### config.mk
export PLATFORM = sky130hd
export DESIGN_NAME = sync_status_monitor
export DESIGN_NICKNAME = d
export VERILOG_FILES = /design/src/rtl/sync_mon_pkg.sv /design/src/rtl/sync_activity_det.sv /design/src/rtl/sync_polarity_det.sv /design/src/rtl/sync_status_monitor.sv
export SDC_FILE = /design/constraint.sdc
export NUM_CORES = 1
export LEC_CHECK = 0
export BUFFER_PORTS_ARGS = -buffer_cell sky130_fd_sc_hd__buf_2
export CELL_PAD_IN_SITES_DETAIL_PLACEMENT = 0
export CELL_PAD_IN_SITES_GLOBAL_PLACEMENT = 1
export CORE_UTILIZATION = 35
export DETAILED_ROUTE_END_ITERATION = 7
export PLACE_DENSITY_LB_ADDON = 0.25
export SETUP_SLACK_MARGIN = 0.15
export SLEW_MARGIN = 20
export SYNTH_ARGS = -nofsm -noshare
export SYNTH_HDL_FRONTEND = slang
export SYNTH_SLANG_ARGS = --single-unit
### constraint.sdc
create_clock -name clk -period 8.5 [get_ports clk]
set_input_delay 1.275 -clock clk [delete_from_list [all_inputs] [get_ports clk]]
set_output_delay 1.275 -clock clk [all_outputs]
set_load 0.05 [all_outputs]
### src/rtl/sync_mon_pkg.sv
// Package: shared bit positions and input indices for the sync monitor.
// Assumes an 8-bit status byte whose layout is fixed by its consumer.
package sync_mon_pkg;
    localparam int NUM_SRC    = 3;
    localparam int SRC_HS     = 0;
    localparam int SRC_VS     = 1;
    localparam int SRC_SOG    = 2;

    localparam int BIT_HS_ACT  = 7;
    localparam int BIT_HS_POL  = 5;
    localparam int BIT_VS_ACT  = 4;
    localparam int BIT_VS_POL  = 2;
    localparam int BIT_SOG_ACT = 1;
endpackage

### src/rtl/sync_activity_det.sv
// Activity detector: raises a flag on any edge of a synchronous level and
// clears it after timeout_cfg consecutive edge-free cycles.
// Assumes sig_in is already synchronous to clk.
module sync_activity_det #(
    parameter int TO_W = 16
) (
    input  logic            clk,
    input  logic            rst_n,
    input  logic            sig_in,
    input  logic [TO_W-1:0] timeout_cfg,
    output logic            active_o
);
    logic            prev_q;
    logic [TO_W-1:0] idle_q;
    logic [TO_W-1:0] idle_n;
    logic            edge_seen;

    // Edge flag and saturating idle count for this cycle.
    always_comb begin
        edge_seen = (sig_in != prev_q);
        if (edge_seen)
            idle_n = '0;
        else if (idle_q == {TO_W{1'b1}})
            idle_n = idle_q;
        else
            idle_n = idle_q + 1'b1;
    end

    // Register the previous sample, the idle count and the flag.
    always_ff @(posedge clk) begin
        if (!rst_n) begin
            prev_q   <= 1'b0;
            idle_q   <= '0;
            active_o <= 1'b0;
        end else begin
            prev_q <= sig_in;
            idle_q <= idle_n;
            if (edge_seen)
                active_o <= 1'b1;
            else if (idle_n >= timeout_cfg)
                active_o <= 1'b0;
        end
    end

    AST_ACT_ON_EDGE: assert property (@(posedge clk) disable iff (!rst_n)
        (sig_in != prev_q) |=> active_o);

    AST_DROP_NO_EDGE: assert property (@(posedge clk) disable iff (!rst_n)
        $fell(active_o) |-> $stable(prev_q));
endmodule

### src/rtl/sync_polarity_det.sv
// Polarity detector: counts high cycles over a WIN_LEN window and, when the
// window closes, reports 1 if the signal was high fewer cycles than low.
// Assumes sig_in is synchronous; valid_o rises after the first window.
module sync_polarity_det #(
    parameter int WIN_LEN = 256
) (
    input  logic clk,
    input  logic rst_n,
    input  logic sig_in,
    output logic pol_o,
    output logic valid_o
);
    localparam int CW = $clog2(WIN_LEN + 1);

    logic [CW-1:0] win_q;
    logic [CW-1:0] high_q;
    logic [CW:0]   high_tot;
    logic          win_end;

    // High total including this cycle, and end-of-window flag.
    always_comb begin
        high_tot = {1'b0, high_q} + {{CW{1'b0}}, sig_in};
        win_end  = (win_q == CW'(WIN_LEN - 1));
    end

    // Window counting and polarity decision at the window boundary.
    always_ff @(posedge clk) begin
        if (!rst_n) begin
            win_q   <= '0;
            high_q  <= '0;
            pol_o   <= 1'b0;
            valid_o <= 1'b0;
        end else if (win_end) begin
            win_q   <= '0;
            high_q  <= '0;
            pol_o   <= ((high_tot << 1) < (CW+1)'(WIN_LEN));
            valid_o <= 1'b1;
        end else begin
            win_q  <= win_q + 1'b1;
            high_q <= high_tot[CW-1:0];
        end
    end

    AST_POL_HOLD: assert property (@(posedge clk) disable iff (!rst_n)
        (win_q != '0) |-> $stable(pol_o));

    AST_VALID_STICKY: assert property (@(posedge clk) disable iff (!rst_n)
        valid_o |=> valid_o);
endmodule

### src/rtl/sync_status_monitor.sv
// Top: three activity detectors, two polarity detectors, the status byte and
// the polarity-corrected horizontal reference. Assumes synchronous inputs.
module sync_status_monitor
    import sync_mon_pkg::*;
#(
    parameter int TO_W    = 16,
    parameter int WIN_LEN = 256
) (
    input  logic            clk,
    input  logic            rst_n,
    input  logic            hsync_in,
    input  logic            vsync_in,
    input  logic            vsync_sel_in,
    input  logic            sog_in,
    input  logic [TO_W-1:0] timeout_cfg,
    output logic [7:0]      status_o,
    output logic            href_out
);
    logic [NUM_SRC-1:0] src_vec;
    logic [NUM_SRC-1:0] act_vec;
    logic               hs_pol, hs_valid;
    logic               vs_pol, vs_valid;

    assign src_vec[SRC_HS]  = hsync_in;
    assign src_vec[SRC_VS]  = vsync_in;
    assign src_vec[SRC_SOG] = sog_in;

    for (genvar g = 0; g < NUM_SRC; g++) begin : g_act
        sync_activity_det #(.TO_W(TO_W)) i_act (
            .clk         (clk),
            .rst_n       (rst_n),
            .sig_in      (src_vec[g]),
            .timeout_cfg (timeout_cfg),
            .active_o    (act_vec[g])
        );
    end

    sync_polarity_det #(.WIN_LEN(WIN_LEN)) i_hpol (
        .clk     (clk),
        .rst_n   (rst_n),
        .sig_in  (hsync_in),
        .pol_o   (hs_pol),
        .valid_o (hs_valid)
    );

    sync_polarity_det #(.WIN_LEN(WIN_LEN)) i_vpol (
        .clk     (clk),
        .rst_n   (rst_n),
        .sig_in  (vsync_sel_in),
        .pol_o   (vs_pol),
        .valid_o (vs_valid)
    );

    // Pack flags into the status byte; spare bits read 0.
    always_comb begin
        status_o              = 8'h00;
        status_o[BIT_HS_ACT]  = act_vec[SRC_HS];
        status_o[BIT_HS_POL]  = hs_pol;
        status_o[BIT_VS_ACT]  = act_vec[SRC_VS];
        status_o[BIT_VS_POL]  = vs_pol & vs_valid;
        status_o[BIT_SOG_ACT] = act_vec[SRC_SOG];
    end

    // Corrected horizontal reference, held low until polarity is known.
    always_ff @(posedge clk) begin
        if (!rst_n)
            href_out <= 1'b0;
        else if (hs_valid)
            href_out <= hsync_in ^ ~hs_pol;
        else
            href_out <= 1'b0;
    end

    AST_HREF_FOLLOW: assert property (@(posedge clk) disable iff (!rst_n)
        $past(hs_valid) |-> (href_out == ($past(hsync_in) ^ ~$past(hs_pol))));

    AST_HREF_QUIET: assert property (@(posedge clk) disable iff (!rst_n)
        !hs_valid |-> !hs_pol);
endmodule

==> impl_results.md <==
- Status: complete, no violations
- Met3 GRT Util: 0.0261
- 1st-pass router iterations: 5
- CP Max Fanout: 11
- Crit path DAT: 3.88 ns
- Nets: 820
- Number of unique standard cell types used by synthesis: 47
- Gr ovfl total: 0
- Synthesis-to-finish area growth: 9.68%
- CTS tree: yes
- Global-route usage over all layers: 0.174
- Met2 Resource Use GR: 0.282
- Slew @ Worst Pin: 0.937 ns
- CORE AREA: 16,500 um^2
- Die area: 17,400 um^2
- Utilization after layout: 0.392
- Syn. warnings: 0
- Fmax: 275 MHz
- Critical path endpoint category: flop
- Number of hold buffers added after cts: 0
- Commonest non-fill, non-tap cell in the layout: dfxtp_1
- Synth top area share: 0.322
- Largest area contributor in the netlist: dfxtp_1
- Clk_lat worst skew: 0.35 ns
- Clk buf depth: 2
- Critical Path RT: 8.74 ns
- Final WL: 14,600 um
- CP Class: in2reg
- Post-detail-place hpwl: 11,300 um
- # rows: 47
- Drt wl/cell: 15.2 um
- Clk_skew: 0.0112 ns
- Number of synthesized flops with an enable pin: 0
- Hold WS: 0.453 ns
- Die width: 132 um
- H-Tree Depth: 3
- Leak: 2.43 nW
- Met1 Use GR: 0.229
- Yosys reg bits: 95
- Cts bufs inserted: 9
- Dominant synthesized flop cell: dfxtp_1
- # resized after CTS: 0
- Largest net degree at the start of global routing: 28
- Die Ht: 132 um
- Vias per cell: 5.40
- Final setup vio count: 0
- Async S/R FF share, synth: 0
- I/O pins: 31
- RSZ-0062 raised after global routing: false
- Most Crowded Layer GR: met2
- Max-capacitance violation count: 0
- Startpoint of the worst register-to-register path: g_act[1].i_act.idle_q[0]
- Vias: 5,209
- Initial antenna violation count: 0
- Post-Syn Area per Cell: 8.13 um^2
- R2R depth: 10
- Port Buffers: 27
- Antenna Nets Post-Route: 0
- Initial core utilization: 0.358
- Layout cells sized above 1: 0.0712
- Mapped cell area: 5910 um^2
- Sequential element share of the synthesized area: 0.322
- Min-delay src: i_vpol.valid_o
- Hold Fails Final Rpt: 0
- Slew headroom: 0.371
- Iteration-0 DRC Markers: 278
- Critical Path Start: vsync_in
- Main area contributors after synthesis: dfxtp_1 32%, ha_1 12%, nand2_1 5.2%, a21oi_1 4.5%, mux2i_1 4.1%
- Layout Cells excl Fill: 964
- Cells after synthesis: 727
- Total design power: 0.000945 W
- CTS Root Cell: clkbuf_16
- Placed Cells: 948
- Post-CTS Setup Bufs: 0
- ANT cells: 0
- Number of global-route vias before repair: 4,936
- Max VDD drop: 0.0878 mV
- Fin crit period: 3.64 ns
- Clk sink count: 95
- Hold Path Cell Cnt: 1
- Tcrit/Tclk final: 0.428
- Placer Congestion: 0.837
- Power Density: 146 nW/um^2
- Detailed-route DRC error count: 0
- Commonest non-fill, non-tap cells in the layout: 95 x dfxtp_1, 82 x nand2_1, 59 x ha_1
- Slew Limit Fails: 0
- First-pass GRT wire length: 24,200 um
- Hold Crit Class: reg2reg
- Clk pin slew, worst setup/hold paths: 0.07 ns
- CP Launch Type: input port
- Setup TNS: 0 ns
-- worst max-delay path, cell delays in order --
cell     delay, ns
buf_2         0.11
xor2_1        0.69
nor3_1        0.17
ha_1          0.36
nand4_1       0.14
nor3_1        0.26
or4b_2        0.61
a32o_1        0.27
-- power breakdown --
group,total (W),switching (W),internal (W)
Sequential,0.000461,0.00000720,0.000454
Combinational,0.0000906,0.0000616,0.0000291
Clock,0.000393,0.000189,0.000203
-- cells in the mapped netlist, types with 2 or more instances --
cell,n
ha_1,59
nand4_1,19
mux2i_1,24
o21ai_0,32
buf_4,8
nand2_1,82
buf_2,5
or4_1,8
nand3_1,34
nor4_1,8
dfxtp_1,95
a2111oi_0,5
a21oi_1,53
or2_2,2
and2_1,12
a32o_1,3
a31oi_1,12
and3_1,17
nand2b_1,24
nor2_1,54
o31ai_1,7
o22ai_1,2
a211oi_1,6
or3_1,15
a41oi_1,2
xor2_1,14
a2111o_1,4
xnor2_1,12
inv_1,32
o21a_1,10
clkbuf_1,17
and4_1,8
nor3_1,28
-- through the flow --
stage,cell area [um^2],setup slack [ns]
after floorplan,5920,5.10
after global placement,6190,4.61
after detailed placement,6190,4.50
after CTS,6470,4.87
after global routing,6480,4.64
final,6480,4.86
-- kinds of logic after synthesis --
family          synth area share
compound gates             0.151
flops                      0.322
fa+ha+maj                  0.125
buf+inv                   0.0455
xor+xnor                  0.0385
mux                       0.0407
simple gates               0.277
other cells             0.000635
-- path summary, 6_finish.rpt --
check | endpoint | slack [ns]
max reg2reg | g_act[1].i_act.active_o | 4.91
min | i_vpol.valid_o | 0.45
min reg2reg | i_vpol.valid_o | 0.45
max | g_act[1].i_act.active_o | 4.86
-- final cells by class --
| cell class | instances | area [um^2] |
|---|---|---|
| inverter | 32 | 120 |
| fill | 1689 | 10000 |
| tap | 220 | 275 |
| sequential | 95 | 1900 |
| multi-input combinational | 572 | 3750 |
| clock buffer | 10 | 229 |
| timing repair buffer | 29 | 150 |
| clock inverter | 6 | 51.3 |
-- metal layers --
metal,share of wire,wire [um],vias up
met5,0,0,-
met4,0.022,316,0
met3,0.032,473,18
met2,0.46,6750,104
met1,0.48,7100,2429
li1,-,-,2658
-- flip-flops by register name (all words and copies together) (netlist names) --
signal / flops
i_vpol.valid_o: 1
i_hpol.pol_o: 1
i_vpol.high_q: 9
g_act.i_act.active_o: 3
href_out: 1
i_hpol.win_q: 9
i_vpol.win_q: 9
i_hpol.valid_o: 1
i_vpol.pol_o: 1
g_act.i_act.idle_q: 48
i_hpol.high_q: 9
g_act.i_act.prev_q: 3
Power figures use the tool's default switching activity.
